==> config.mk <==
export PLATFORM = sky130hd
export DESIGN_NAME = bin2qsd_conv
export DESIGN_NICKNAME = d
export VERILOG_FILES = /design/src/rtl/qsd_pkg.sv /design/src/rtl/qsd_mag.sv /design/src/rtl/qsd_digit_map.sv /design/src/rtl/qsd_out_stage.sv /design/src/rtl/bin2qsd_conv.sv
export SDC_FILE = /design/constraint.sdc
export NUM_CORES = 1
export LEC_CHECK = 0
export BUFFER_PORTS_ARGS = -buffer_cell sky130_fd_sc_hd__buf_2
export CAP_MARGIN = 5
export CORE_MARGIN = 8
export CORE_UTILIZATION = 48
export CTS_CLUSTER_DIAMETER = 60
export DETAILED_ROUTE_END_ITERATION = 8
export MAX_ROUTING_LAYER = met4
export PLACE_DENSITY = 0.79
export SLEW_MARGIN = 0
export SYNTH_ARGS = -nofsm -noshare
export SYNTH_HDL_FRONTEND = slang
export SYNTH_SLANG_ARGS = --single-unit
==> constraint.sdc <==
create_clock -name clk -period 1 [get_ports clk]
set_input_delay 0.05 -clock clk [delete_from_list [all_inputs] [get_ports clk]]
set_output_delay 0.05 -clock clk [all_outputs]
set_load 0.02 [all_outputs]
==> src/rtl/qsd_pkg.sv <==
package qsd_pkg;

    localparam int DIG_W = 3;

    typedef logic signed [DIG_W-1:0] qdigit_t;

    function automatic int digit_count(input int width);
        return (width + 1) / 2;
    endfunction

endpackage

==> src/rtl/qsd_mag.sv <==
module qsd_mag #(
    parameter int IN_W = 8
) (
    input  logic [IN_W-1:0] word_i,
    output logic            neg_o,
    output logic [IN_W-1:0] mag_o
);

    localparam logic [IN_W-1:0] ONE = IN_W'(1);

    logic [IN_W-1:0] inverted;

    always_comb begin
        neg_o    = word_i[IN_W-1];
        inverted = ~word_i;
        // Unsigned N-bit result: the most negative code maps to 2^(N-1).
        mag_o    = neg_o ? (inverted + ONE) : word_i;
    end

endmodule

==> src/rtl/qsd_digit_map.sv <==
module qsd_digit_map
    import qsd_pkg::*;
#(
    parameter int IN_W = 8,
    localparam int D   = digit_count(IN_W),
    localparam int PW  = 2 * D
) (
    input  logic                neg_i,
    input  logic [IN_W-1:0]     mag_i,
    output logic [DIG_W*D-1:0]  digits_o
);

    logic [PW-1:0] padded;

    assign padded = PW'(mag_i);

    for (genvar i = 0; i < D; i++) begin : g_digit
        logic [DIG_W-1:0] pos_field;
        assign pos_field = {1'b0, padded[2*i +: 2]};
        assign digits_o[DIG_W*i +: DIG_W] = neg_i ? (3'b000 - pos_field) : pos_field;
    end

endmodule

==> src/rtl/qsd_out_stage.sv <==
module qsd_out_stage #(
    parameter int W       = 12,
    parameter bit REG_OUT = 1'b1
) (
    input  logic         clk,
    input  logic         rst_n,
    input  logic         vld_i,
    input  logic [W-1:0] data_i,
    output logic         vld_o,
    output logic [W-1:0] data_o
);

    if (REG_OUT) begin : g_reg
        logic         vld_q;
        logic [W-1:0] data_q;

        always_ff @(posedge clk or negedge rst_n) begin
            if (!rst_n) begin
                vld_q  <= 1'b0;
                data_q <= '0;
            end else begin
                vld_q <= vld_i;
                if (vld_i) begin
                    data_q <= data_i;
                end
            end
        end

        assign vld_o  = vld_q;
        assign data_o = data_q;
    end else begin : g_pass
        logic unused_clk_rst;
        assign unused_clk_rst = clk ^ rst_n;
        assign vld_o  = vld_i;
        assign data_o = data_i;
    end

endmodule

==> src/rtl/bin2qsd_conv.sv <==
module bin2qsd_conv
    import qsd_pkg::*;
#(
    parameter int  IN_W    = 8,
    parameter bit  REG_OUT = 1'b1,
    localparam int D       = digit_count(IN_W),
    localparam int OUT_W   = DIG_W * D
) (
    input  logic             clk,
    input  logic             rst_n,
    input  logic             in_vld,
    input  logic [IN_W-1:0]  in_word,
    output logic             out_vld,
    output logic [OUT_W-1:0] out_digits
);

    logic             neg;
    logic [IN_W-1:0]  mag;
    logic [OUT_W-1:0] digits_c;

    qsd_mag #(.IN_W(IN_W)) u_mag (
        .word_i (in_word),
        .neg_o  (neg),
        .mag_o  (mag)
    );

    qsd_digit_map #(.IN_W(IN_W)) u_map (
        .neg_i    (neg),
        .mag_i    (mag),
        .digits_o (digits_c)
    );

    qsd_out_stage #(.W(OUT_W), .REG_OUT(REG_OUT)) u_out (
        .clk    (clk),
        .rst_n  (rst_n),
        .vld_i  (in_vld),
        .data_i (digits_c),
        .vld_o  (out_vld),
        .data_o (out_digits)
    );

endmodule

[After elaboration in Yosys (flattened, before gate mapping)]
Index checks and enable logic that the tools add are counted.
Cells by class
  bitwise logic cells: 1
  shifts and indexed selects: 0
  $lt $le $gt $ge: 0
  reductions and logical operators: 0
  $mul: 0
  $add $sub $neg: 5
  equal/unequal tests: 0
  div/mod/pow operators: 0
  muxes and demuxes: 5
Operators with widths (count)
  2-to-1 mux 3 bit: 4
  subtractor 1 x 2 -> 3 bit (first input constant): 4
  adder 8 x 1 -> 8 bit (second input constant): 1
  2-to-1 mux 8 bit: 1
  NOT 8 bit: 1
Word-level totals
  input bits: 11
  logic and storage cells: 13
  RAM bits: 0
  latch bits: 0
  flip-flop bits (word level): 13
  memories: 0
  bits in read-only memories: 0

[Longest topological paths before layout]
Gate-level depths: netlist of the first run.
  word-level depth: 5
  depth in mapped cells: 8
  depth with buffers taken out: 8

[Hierarchy]
From an unflattened synthesis of the first run, not the netlist that was laid out.
Second synthesis, totals
  cell total of the unflattened synthesis: 73
  area, all modules: 869.6 sq um
Modules (own cells, without submodules)
  qsd_out_stage: cells each 26, area each 509.2 sq um, sequential area each 325.3 sq um, times used 1
  qsd_digit_map: cells each 25, area each 206.4 sq um, sequential area each 0.0 sq um, times used 1
  qsd_mag: cells each 22, area each 153.9 sq um, sequential area each 0.0 sq um, times used 1

[Worst setup path after synthesis of the first run]
OpenSTA, ideal clock, no wires.
  path kind: in2reg
  start point: input port in_word[0]
  end point: register u_out.g_reg.data_q[7], in the netlist u_out.data_o[7]
  library setup time: 0.135 ns
  data arrival time: 1.369 ns
  stages: 8
  data required time: 0.865 ns
  buffers on the path: 0
  slack: -0.504 ns
  cell sequence: inv_1 -> ha_1 -> nor3b_2 -> or3_1 -> and2_1 -> ha_1 -> mux2i_1 -> a21oi_1
On the way
  word-level cells in the longest chain between the ends: 5
RTL lines
  from (decl): line bin2qsd_conv.sv:12  | input logic [IN_W-1:0] in_word,
  NOT 8 bit *: line qsd_mag.sv:15  | inverted = ~word_i;
  adder 8 x 1 -> 8 bit *: line qsd_mag.sv:17  | mag_o = neg_o ? (inverted + ONE) : word_i;
  2-to-1 mux 8 bit *: line qsd_mag.sv:17
  subtractor 1 x 2 -> 3 bit: line qsd_digit_map.sv:20  | assign digits_o[DIG_W*i +: DIG_W] = neg_i ? (3'b000 - pos_field) : pos_field;
  2-to-1 mux 3 bit *: line qsd_digit_map.sv:20
  to (signal assigned): line qsd_out_stage.sv:24  | data_q <= data_i;
  to (decl): line qsd_out_stage.sv:15  | logic [W-1:0] data_q;
Every way passes the cells marked *; elsewhere a longest branch is shown, timed or not.
A chain may end at the register's enable or synchronous reset.

[Final worst setup path of the first run]
Same ends and word-level chain as after synthesis.

==> out/qor_table.md, run 1 <==
| Stage | Result | This run |
| --- | --- | --- |
| run status | Result of the run | complete, but fails checks |
| run status | Violations in the final reports | negative setup slack |
| cells and area | Antenna diode count | 0 |
| detailed routing | Number of remaining DRC errors | 0 |
| timing | Final setup margin | -248 ps |
| timing | Pins over their slew limit | 0 |
| place | Detail Placement HPWL | 1.32 mm |
| timing | Upper clock frequency limit | 0.801 GHz |
| worst setup path | Cell chain of the critical path | buf_8 -> or2_4 -> o41ai_4 -> xor2_1 -> ha_4 -> mux2i_1 -> a21oi_1 |
| cells and area | Net count, final | 135 |
| floorplanning | Die Outline Area | 3050 um2 |
| power | Switching power as a share of total power | 0.332 |
| timing | Skew final | 0 ps |
| cts | Worst-skew pair later-pin latency | 280 ps |
| place | Routability congestion estimate from global placement | 0.790 |
| detailed routing | Vias per inst | 5.26 |
| logic synthesis | Mapped Cells | 77 |
| worst setup path | Crit Path Category | in -> reg |
| cts | CTS root buffer | clkbuf_4 |
| run | Number of violations of the max-capacitance limit | 0 |
| cts | Clock sink count | 13 |
| global route | Overall fraction of global-route tracks in use | 0.133 |
| floorplanning | Number of standard-cell rows in the floorplan | 14 |
| place | Quantity of I/O buffers inserted on ports | 23 |
| power | Worst ir drop on vdd | 1.00 mV |
| worst setup path | Kind of end point of the critical path | flop |
| cells and area | Core utilization of the finished layout | 0.806 |
| floorplanning | Die X-Extent | 55.2 um |
| floorplanning | Height of the die | 55.2 um |
| global route | Initial antenna violation count | 0 |
| floorplanning | I/O pin count | 24 |
| worst setup path | Peak per-stage delay on the critical path | 280 ps |
| power | Clock share of power | 0.236 |
| logic synthesis | Net count of the mapped netlist | 93 |
| detailed routing | Vias post-DR | 705 |
| cts | CTS Buf Count | 3 |
| logic synthesis | Warnings, synthesis | 0 |
| timing | Setup_tns | -699 ps |
| timing | Hold Violations, Final | 0 |
| global route | Pin count of the biggest net entering global routing | 22 |
| timing | Shortest clock period the worst path allows after layout | 1250 ps |
| detailed routing | WL/cell | 15.4 um |
| power | Switching Power | 0.479 mW |
| power | Cell internal pwr | 0.962 mW |
| timing | Tcrit/Tclk final | 1.25 |
| power | Power Dens Cells | 1220 nW/um2 |
| power | Flop pwr share | 0.423 |
| cells and area | Post-route design area | 1190 um2 |
| power | Static power due to leakage | 0.554 nW |
| global route | Leftover overflow at the end of global routing | 0 |
| worst setup path | Required time of the critical path | 1170 ps |
| timing | Transition at the pin with the smallest max-transition slack | 297 ps |
| detailed routing | Number of violations reported at the end of detailed-routing iteration 0 | 17 |
| cells and area | Commonest cells after routing, fill and taps aside | buf_2 (21), dfrtp_1 (13), buf_4 (12) |
| detailed routing | Number of optimization iterations in the first detailed-route pass | 4 |
| worst setup path | Critical Path Source Type | input port |
| floorplanning | Area of the core region | 1470 um2 |
| place | Setup WS pre-CTS | -675 ps |
| worst setup path | Cell with the largest stage delay on the worst path | xor2_1 |
| timing | Unrepaired setup endpoints after global routing | yes |
| logic synthesis | FF+latch count, synth | 13 |
| power | Part of the total power dissipated in combinational logic | 0.342 |
| cts | Clock H-tree levels | 1 |
| logic synthesis | Per-instance average area after synthesis | 9.59 um2 |
| cells and area | Most common cell after layout, fill and taps aside | buf_2 |
| detailed routing | Post-Route WL | 2.06 mm |
| place | Instance area after placement | 1010 um2 |
| worst setup path | Data arrival time of the worst path | 1420 ps |
| worst setup path | Highest fanout seen on the critical path | 3 |
| worst setup path | Worst reg-to-reg setup slack | 260 ps |
| timing | Hold slack | 27.3 ps |
| cts | Reg clk slew, reported paths | 80 ps |
| cells and area | Layout cell share with drive strength beyond 1 | 0.508 |
| global route | Number of global-route vias before repair | 701 |
| detailed routing | Post-detailed-route count of antenna-violating nets | 0 |
| worst hold path | Class of the worst hold path | in -> reg |
| timing | Max_slew headroom | 0.801 |
| floorplanning | Starting density of the core | 0.502 |
| timing | Number of endpoints failing setup at the final stage | 5 |
| global route | Global-route wire length before repair | 3.26 mm |
| cells and area | Synth-to-Final Area Change | 60.7% |
| logic synthesis | Cell area after synthesis | 738 um2 |
| cts | CTS tree | done |
| logic synthesis | Count of different cell masters after synthesis | 25 |
| cts | Largest buffer count on any clock path | 2 |
| logic synthesis | Share of the yosys chip area belonging to registers | 0.441 |
## power groups by stage
stage	Sequential, mW	Clock (mW)	Combinational, mW
2_1_floorplan	0.697	0	0.159
3_3_place_gp	0.617	0	0.409
3_5_place_dp	0.620	0	0.422
4_1_cts	0.609	0.343	0.466
5_1_grt	0.617	0.374	0.534
6_report	0.609	0.340	0.493
## layer usage
metal  vias up  part of all wire  track usage
met5         -                 0            -
li1        348                 -            -
met2        25              0.49        0.215
met3         5             0.044       0.0297
met4         0             0.025       0.0845
met1       327              0.44        0.145
## cell usage after synthesis
master,instances,area [um2]
clkbuf_1,2,7.51
nor3b_2,1,12.5
a211o_2,1,10.0
xnor2_1,1,8.76
mux2i_1,2,20.0
buf_2,1,5.00
buf_4,1,7.51
or3_1,1,6.26
a31oi_1,3,18.8
o41ai_2,1,16.3
nand3_1,2,10.0
nor2_1,8,30.0
inv_1,7,26.3
mux2_2,1,11.3
ha_1,5,62.6
xor2_1,2,17.5
nand3b_1,4,30.0
nor2b_1,3,18.8
or2_1,1,6.26
inv_2,1,3.75
and2_1,2,12.5
o21ai_0,7,35.0
nor4_1,1,6.26
a21oi_1,6,30.0
dfrtp_1,13,325
## critical path: cells and delay by family
family	cells	cell delay, ps
multiplexers	1	130
AND/OR/NAND/NOR	1	270
AO/OA/AOI/OAI	2	350
buffers and inverters	1	110
XOR/XNOR	1	280
adder cells (fa/ha/maj)	1	240
## stage by stage
stage | cells | power (mW)
2_1_floorplan | 77 | 0.855
3_5_place_dp | 125 | 1.04
5_1_grt | 134 | 1.52
3_3_place_gp | 125 | 1.03
4_1_cts | 133 | 1.42
6_report | 134 | 1.44
## cells by family after synthesis
logic type	after synthesis	synth area share
DFF	13	0.441
and+or+nand+nor	23	0.180
muxes	3	0.0424
buffers and inverters	12	0.0678
AOI/OAI and AO/OA	18	0.149
xor gates and xnor gates	3	0.0356
adders and majority gates	5	0.0847
## sequential cells by signal, indices dropped and copies added, names as in the netlist
name          cells
u_out.vld_o       1
u_out.data_o     12
## final timing paths
path                                       start               end  depth (start not counted)
worst max-delay path                  in_word[0]   u_out.data_o[7]                          7
worst min-delay path                  in_word[0]   u_out.data_o[0]                          2
worst max register to register   u_out.data_o[0]   u_out.data_o[0]                          1
worst min register to register  u_out.data_o[11]  u_out.data_o[11]                          2
max in group asynchronous                  rst_n   u_out.data_o[4]                          2
min in group asynchronous                  rst_n   u_out.data_o[5]                          2
## layout make-up
class / instances / area [um2]
Clock buffer: 4 / 26.3
Fill cell: 90 / 285
Inverter: 8 / 50.0
Multi-Input combinational cell: 52 / 460
Sequential cell: 13 / 325
Tap cell: 16 / 20.0
Timing Repair Buffer: 41 / 304
## repair_timing
item / in CTS / in global routing
resized for setup: 16 / 7
setup endpoints to repair: 6 / 9
hold buffers: 2 / 0
pin swaps: 10 / 7
setup buffers: 2 / 1
endpoints found under the hold margin: 14 / 0
Note: power is estimated with default switching activity, not from simulation.
==> run 2: changes to the inputs <==
--- a/config.mk
+++ b/config.mk
@@ -13,6 +13,7 @@
 export DETAILED_ROUTE_END_ITERATION = 8
 export MAX_ROUTING_LAYER = met4
 export PLACE_DENSITY = 0.79
+export SKIP_CTS_REPAIR_TIMING = 1
 export SLEW_MARGIN = 0
 export SYNTH_ARGS = -nofsm -noshare
 export SYNTH_HDL_FRONTEND = slang
==> constraint.sdc (replaced) <==
create_clock -name clk -period 1 [get_ports clk]
set_input_delay 0.05 -clock clk [delete_from_list [all_inputs] [get_ports clk]]
set_output_delay 0.05 -clock clk [all_outputs]
set_load 0.01 [all_outputs]
==> out/qor_table.md, run 2 (synthesis results as in run 1) <==
| Stage | Result | This run | Change |
| --- | --- | --- | --- |
| run status | Result of the run | complete, but fails checks |  |
| run status | Violations in the final reports | negative setup slack |  |
| place | Routability congestion estimate from global placement | 0.790 | unchanged |
| worst hold path | Class of the worst hold path | in -> reg |  |
| floorplanning | Die X-Extent | 55.2 um | unchanged |
| cells and area | Layout cell share with drive strength beyond 1 | 0.483 | -0.0257 |
| worst setup path | Highest fanout seen on the critical path | 3 | unchanged |
| worst setup path | Crit Path Category | in -> reg |  |
| detailed routing | Post-Route WL | 1.79 mm | -13% |
| global route | Overall fraction of global-route tracks in use | 0.115 | -0.0181 |
| cts | CTS Buf Count | 3 | unchanged |
| timing | Upper clock frequency limit | 0.787 GHz | -1.8% |
| worst setup path | Cell with the largest stage delay on the worst path | xor2_1 |  |
| cells and area | Commonest cells after routing, fill and taps aside | buf_2 (21), dfrtp_1 (13), buf_4 (12) |  |
| floorplanning | I/O pin count | 24 | unchanged |
| detailed routing | Vias post-DR | 666 | -5.5% |
| detailed routing | Number of violations reported at the end of detailed-routing iteration 0 | 9 | -8 |
| floorplanning | Die Outline Area | 3050 um2 | unchanged |
| cts | Worst-skew pair later-pin latency | 280 ps | about the same |
| timing | Tcrit/Tclk final | 1.27 | +0.0228 |
| timing | Skew final | 0 ps | unchanged |
| power | Worst ir drop on vdd | 1.02 mV | +2.0% |
| power | Power Dens Cells | 1210 nW/um2 | -0.80% |
| floorplanning | Starting density of the core | 0.502 | unchanged |
| worst setup path | Critical Path Source Type | input port |  |
| cells and area | Antenna diode count | 0 | unchanged |
| detailed routing | Number of optimization iterations in the first detailed-route pass | 4 | unchanged |
| detailed routing | WL/cell | 13.6 um | -12% |
| floorplanning | Height of the die | 55.2 um | unchanged |
| worst setup path | Cell chain of the critical path | buf_8 -> or2_4 -> o41ai_4 -> xor2_1 -> ha_4 -> mux2i_1 -> a21oi_1 |  |
| global route | Number of global-route vias before repair | 660 | -5.8% |
| cts | Reg clk slew, reported paths | 80 ps | about the same |
| timing | Hold Violations, Final | 0 | unchanged |
| place | Setup WS pre-CTS | -675 ps | unchanged |
| cts | Clock H-tree levels | 1 | unchanged |
| worst setup path | Kind of end point of the critical path | flop |  |
| run | Number of violations of the max-capacitance limit | 0 | unchanged |
| global route | Initial antenna violation count | 0 | unchanged |
| timing | Transition at the pin with the smallest max-transition slack | 298 ps | +0.525 ps |
| power | Static power due to leakage | 0.540 nW | -2.7% |
| timing | Final setup margin | -271 ps | -22.8 ps |
| timing | Pins over their slew limit | 0 | unchanged |
| cells and area | Core utilization of the finished layout | 0.776 | -0.0298 |
| timing | Max_slew headroom | 0.801 | about the same |
| cells and area | Most common cell after layout, fill and taps aside | buf_2 |  |
| cells and area | Net count, final | 133 | -1.5% |
| place | Detail Placement HPWL | 1.32 mm | unchanged |
| global route | Pin count of the biggest net entering global routing | 22 | unchanged |
| timing | Shortest clock period the worst path allows after layout | 1270 ps | +22.8 ps |
| detailed routing | Post-detailed-route count of antenna-violating nets | 0 | unchanged |
| detailed routing | Vias per inst | 5.05 | -4.1% |
| detailed routing | Number of remaining DRC errors | 0 | unchanged |
| worst setup path | Peak per-stage delay on the critical path | 300 ps | +20 ps |
| cts | CTS tree | done |  |
| timing | Unrepaired setup endpoints after global routing | yes |  |
| floorplanning | Number of standard-cell rows in the floorplan | 14 | unchanged |
| timing | Number of endpoints failing setup at the final stage | 5 | unchanged |
| cts | Largest buffer count on any clock path | 2 | unchanged |
| global route | Global-route wire length before repair | 2.87 mm | -12% |
| cts | CTS root buffer | clkbuf_4 |  |
| worst setup path | Required time of the critical path | 1170 ps | about the same |
| place | Quantity of I/O buffers inserted on ports | 23 | unchanged |
| floorplanning | Area of the core region | 1470 um2 | unchanged |
| cells and area | Synth-to-Final Area Change | 54.7% |  |
| cells and area | Max FFs per register | 12 | unchanged |
| worst setup path | Data arrival time of the worst path | 1440 ps | +20 ps |
| global route | Leftover overflow at the end of global routing | 0 | unchanged |
| power | Overall power of the completed layout | 1.38 mW | -4.5% |
| cts | Clock sink count | 13 | unchanged |
[run 2: cell types whose count changed in the layout (fill, tap and decap cells not counted), sizes merged]
cell / change
buf: -2
[run 2: area by class of cell]
cell class | instances | area (um2)
Multi-Input combinational cell | 52 | 439
Timing Repair Buffer | 39 | 282
Clock buffer | 4 | 26.3
Tap cell | 16 | 20.0
Fill cell | 93 | 329
Inverter | 8 | 50.0
Sequential cell | 13 | 325
[run 2: path summary, 6_finish.rpt]
kind	startpoint	endpoint	slack, ps	cells after the start
max reg2reg	u_out.data_o[0]	u_out.data_o[0]	260	1
min in group asynchronous	rst_n	u_out.data_o[5]	170	2
max	in_word[0]	u_out.data_o[7]	-270	7
max in group asynchronous	rst_n	u_out.data_o[3]	600	2
min reg2reg	u_out.data_o[8]	u_out.data_o[8]	510	2
min	in_word[0]	u_out.data_o[0]	20	2
[run 2: power by group]
part,switching (mW),internal (mW)
Clock,0.191,0.155
Combinational,0.209,0.213
Sequential,0.0264,0.583
Total,0.426,0.951
[run 2: layer usage]
| metal | wire length (um) | up-vias | track usage |
|---|---|---|---|
| met5 | 0 | - | - |
| met1 | 814 | 300 | 0.125 |
| met2 | 851 | 17 | 0.176 |
| met4 | 53 | 0 | 0.0845 |
| li1 | - | 344 | - |
| met3 | 71 | 5 | 0.0320 |
[run 2: through the flow]
stage                     cells  hold WS (ps)  setup TNS (ps)  area, um2
after floorplan              77          -246           -1370        788
after detailed placement    125         -45.2           -3920       1010
after CTS                   129          -354           -1340       1040
final                       132          24.3            -847       1140
after global placement      125         -56.8           -3560       1010
after global routing        132          29.9           -1130       1140
[run 2: worst max-delay path: cells and delay by family]
family	cells	cell delay [ps]
XOR/XNOR	1	300
AO/OA/AOI/OAI	2	350
adder cells (fa/ha/maj)	1	240
buffers and inverters	1	110
multiplexers	1	130
AND/OR/NAND/NOR	1	260
==> run 3: changes to the inputs <==
==> constraint.sdc (replaced) <==
create_clock -name clk -period 1 [get_ports clk]
set_input_delay 0.15 -clock clk [delete_from_list [all_inputs] [get_ports clk]]
set_output_delay 0.15 -clock clk [all_outputs]
set_load 0.01 [all_outputs]
==> out/qor_table.md, run 3 (synthesis results as in run 1) <==
| Stage | Result | This run | Change |
| --- | --- | --- | --- |
| worst setup path | Cell mode on critical path | ha_4 |  |
| cells and area | Synth-to-Final Area Change | 60.5% |  |
| detailed routing | Number of violations reported at the end of detailed-routing iteration 0 | 19 | +10 |
| timing | Upper clock frequency limit | 0.704 GHz | -10% |
| worst setup path | Critical Path Source Type | input port |  |
| worst hold path | Number of cells on the worst hold path | 2 | unchanged |
| worst setup path | Kind of end point of the critical path | flop |  |
| cts | Clock H-tree levels | 1 | unchanged |
| detailed routing | Post-detailed-route count of antenna-violating nets | 0 | unchanged |
| worst setup path | Highest fanout seen on the critical path | 4 | +1 |
| cts | CTS root buffer | clkbuf_4 |  |
| worst setup path | Crit path buf inv count | 2 | +1 |
| global route | Pin count of the biggest net entering global routing | 21 | -4.5% |
| worst setup path | Cell chain of the critical path | buf_12 -> inv_12 -> ha_4 -> nor3b_4 -> or3_1 -> and2_4 -> ha_4 -> mux2i_1 -> a21oi_1 |  |
| global route | Number of global-route vias before repair | 693 | +5.0% |
| floorplanning | Die X-Extent | 55.2 um | unchanged |
| power | Worst ir drop on vdd | 0.660 mV | -36% |
| run status | Result of the run | complete, but fails checks |  |
| cts | Largest buffer count on any clock path | 2 | unchanged |
| timing | Final setup margin | -420 ps | -149 ps |
| place | Routability congestion estimate from global placement | 0.807 | +2.1% |
| detailed routing | Post-Route WL | 2.05 mm | +14% |
| global route | Initial antenna violation count | 0 | unchanged |
| detailed routing | Vias per inst | 5.33 | +5.6% |
| worst setup path | Data arrival time of the worst path | 1630 ps | +190 ps |
| global route | Leftover overflow at the end of global routing | 0 | unchanged |
| run | Number of violations of the max-capacitance limit | 0 | unchanged |
| worst setup path | Cell with the largest stage delay on the worst path | or3_1 |  |
| cells and area | Most common cell after layout, fill and taps aside | buf_2 |  |
| worst setup path | Levels on crit path | 9 | +2 |
| cts | Reg clk slew, reported paths | 80 ps | about the same |
| timing | Tcrit/Tclk final | 1.42 | +0.149 |
| global route | Global-route wire length before repair | 2.92 mm | +1.7% |
| timing | Shortest clock period the worst path allows after layout | 1420 ps | +149 ps |
| run status | Violations in the final reports | negative setup slack |  |
| worst setup path | Required time of the critical path | 1210 ps | +40 ps |
| cells and area | Post-route design area | 1180 um2 | +3.7% |
| detailed routing | WL/cell | 15.2 um | +12% |
| place | Quantity of I/O buffers inserted on ports | 23 | unchanged |
| floorplanning | Starting density of the core | 0.502 | unchanged |
| timing | Unrepaired setup endpoints after global routing | yes |  |
| cells and area | Number of cells in the finished layout apart from fillers | 135 | +2.3% |
| floorplanning | Die Outline Area | 3050 um2 | unchanged |
| timing | Skew final | 0 ps | unchanged |
| power | Power Dens Cells | 1180 nW/um2 | -2.0% |
| cells and area | Layout cell share with drive strength beyond 1 | 0.529 | +0.0467 |
| worst setup path | Peak per-stage delay on the critical path | 430 ps | +130 ps |
| global route | Overall fraction of global-route tracks in use | 0.118 | +0.00325 |
| worst setup path | Number of cells on the worst reg-to-reg path | 3 | +2 |
| worst setup path | Dominant delay contributor by cell family on the critical path | simple AND/OR/NAND/NOR gates |  |
| cts | CTS tree | done |  |
| floorplanning | Number of standard-cell rows in the floorplan | 14 | unchanged |
| timing | Transition at the pin with the smallest max-transition slack | 341 ps | +43.8 ps |
| cts | Worst-skew pair later-pin latency | 270 ps | about the same |
| timing | Pins over their slew limit | 0 | unchanged |
| floorplanning | Height of the die | 55.2 um | unchanged |
| floorplanning | Area of the core region | 1470 um2 | unchanged |
| detailed routing | Number of optimization iterations in the first detailed-route pass | 4 | unchanged |
| cts | CTS Buf Count | 3 | unchanged |
| timing | Max_slew headroom | 0.770 | -0.0309 |
| cells and area | Commonest cells after routing, fill and taps aside | buf_2 (21), buf_4 (16), dfrtp_1 (13) |  |
| cells and area | Net count, final | 136 | +2.3% |
| worst setup path | Crit Path Category | in -> reg |  |
| cells and area | Antenna diode count | 0 | unchanged |
| worst hold path | Class of the worst hold path | in -> reg |  |
| timing | Number of endpoints failing setup at the final stage | 8 | +3 |
| power | Static power due to leakage | 0.558 nW | +3.5% |
| place | Instance area after placement | 1030 um2 | +2.1% |
| floorplanning | I/O pin count | 24 | unchanged |
| timing | Hold Violations, Final | 0 | unchanged |
| place | Detail Placement HPWL | 1.39 mm | +5.6% |
| cells and area | Max FFs per register | 12 | unchanged |
| place | Total instance count after detailed placement | 127 | +1.6% |
| cts | Clock sink count | 13 | unchanged |
| detailed routing | Number of remaining DRC errors | 0 | unchanged |
| detailed routing | Vias post-DR | 719 | +8.0% |
==> run 3: worst register-to-register path, delay by kind of cell (launching register included) <==
kind,cells,cell delay [ps]
flops,1,400
buf+inv,1,140
simple gates,1,80
compound gates,1,50
==> run 3: through the flow <==
stage	util	power [mW]	setup WS [ps]	setup TNS [ps]	hold WS, ps
detailed placement	0.702	1.01	-772	-5130	54.6
floorplan	-	0.819	-491	-2000	-146
finish	0.805	1.40	-420	-1820	127
CTS	0.719	1.33	-478	-2180	-245
global placement	0.702	0.990	-715	-4680	43.6
global route	0.805	1.49	-439	-2130	118
==> run 3: routing by layer <==
| metal | GRT usage | routed length, um |
|---|---|---|
| met1 | 0.123 | 811 |
| met2 | 0.191 | 1060 |
| met3 | 0.0297 | 131 |
| met4 | 0.0845 | 48 |
| met5 | - | 0 |
==> run 3: cell type report <==
cell class,count,area [um2]
clock buffers,4,26.3
fillers,88,287
inverters,8,50.0
multi-input cells,52,462
flip-flops and latches,13,325
well taps,16,20.0
repair buffers,42,302
==> run 3: final timing paths <==
| kind | startpoint | to | slack (ps) |
|---|---|---|---|
| worst max-delay path | in_word[1] | u_out.data_o[7] | -420 |
| worst min-delay path | in_word[0] | u_out.data_o[0] | 130 |
| worst max register to register | u_out.data_o[7] | u_out.data_o[7] | 230 |
| worst min register to register | u_out.data_o[0] | u_out.data_o[0] | 500 |
| max in group asynchronous | rst_n | u_out.data_o[3] | 490 |
| min in group asynchronous | rst_n | u_out.data_o[7] | 280 |
==> run 3: where the power goes <==
part           leakage [nW]  switching [mW]  internal, mW  total, mW
registers             0.155          0.0292         0.583      0.612
clock network        0.0150           0.177         0.155      0.332
logic                 0.389           0.225         0.231      0.456
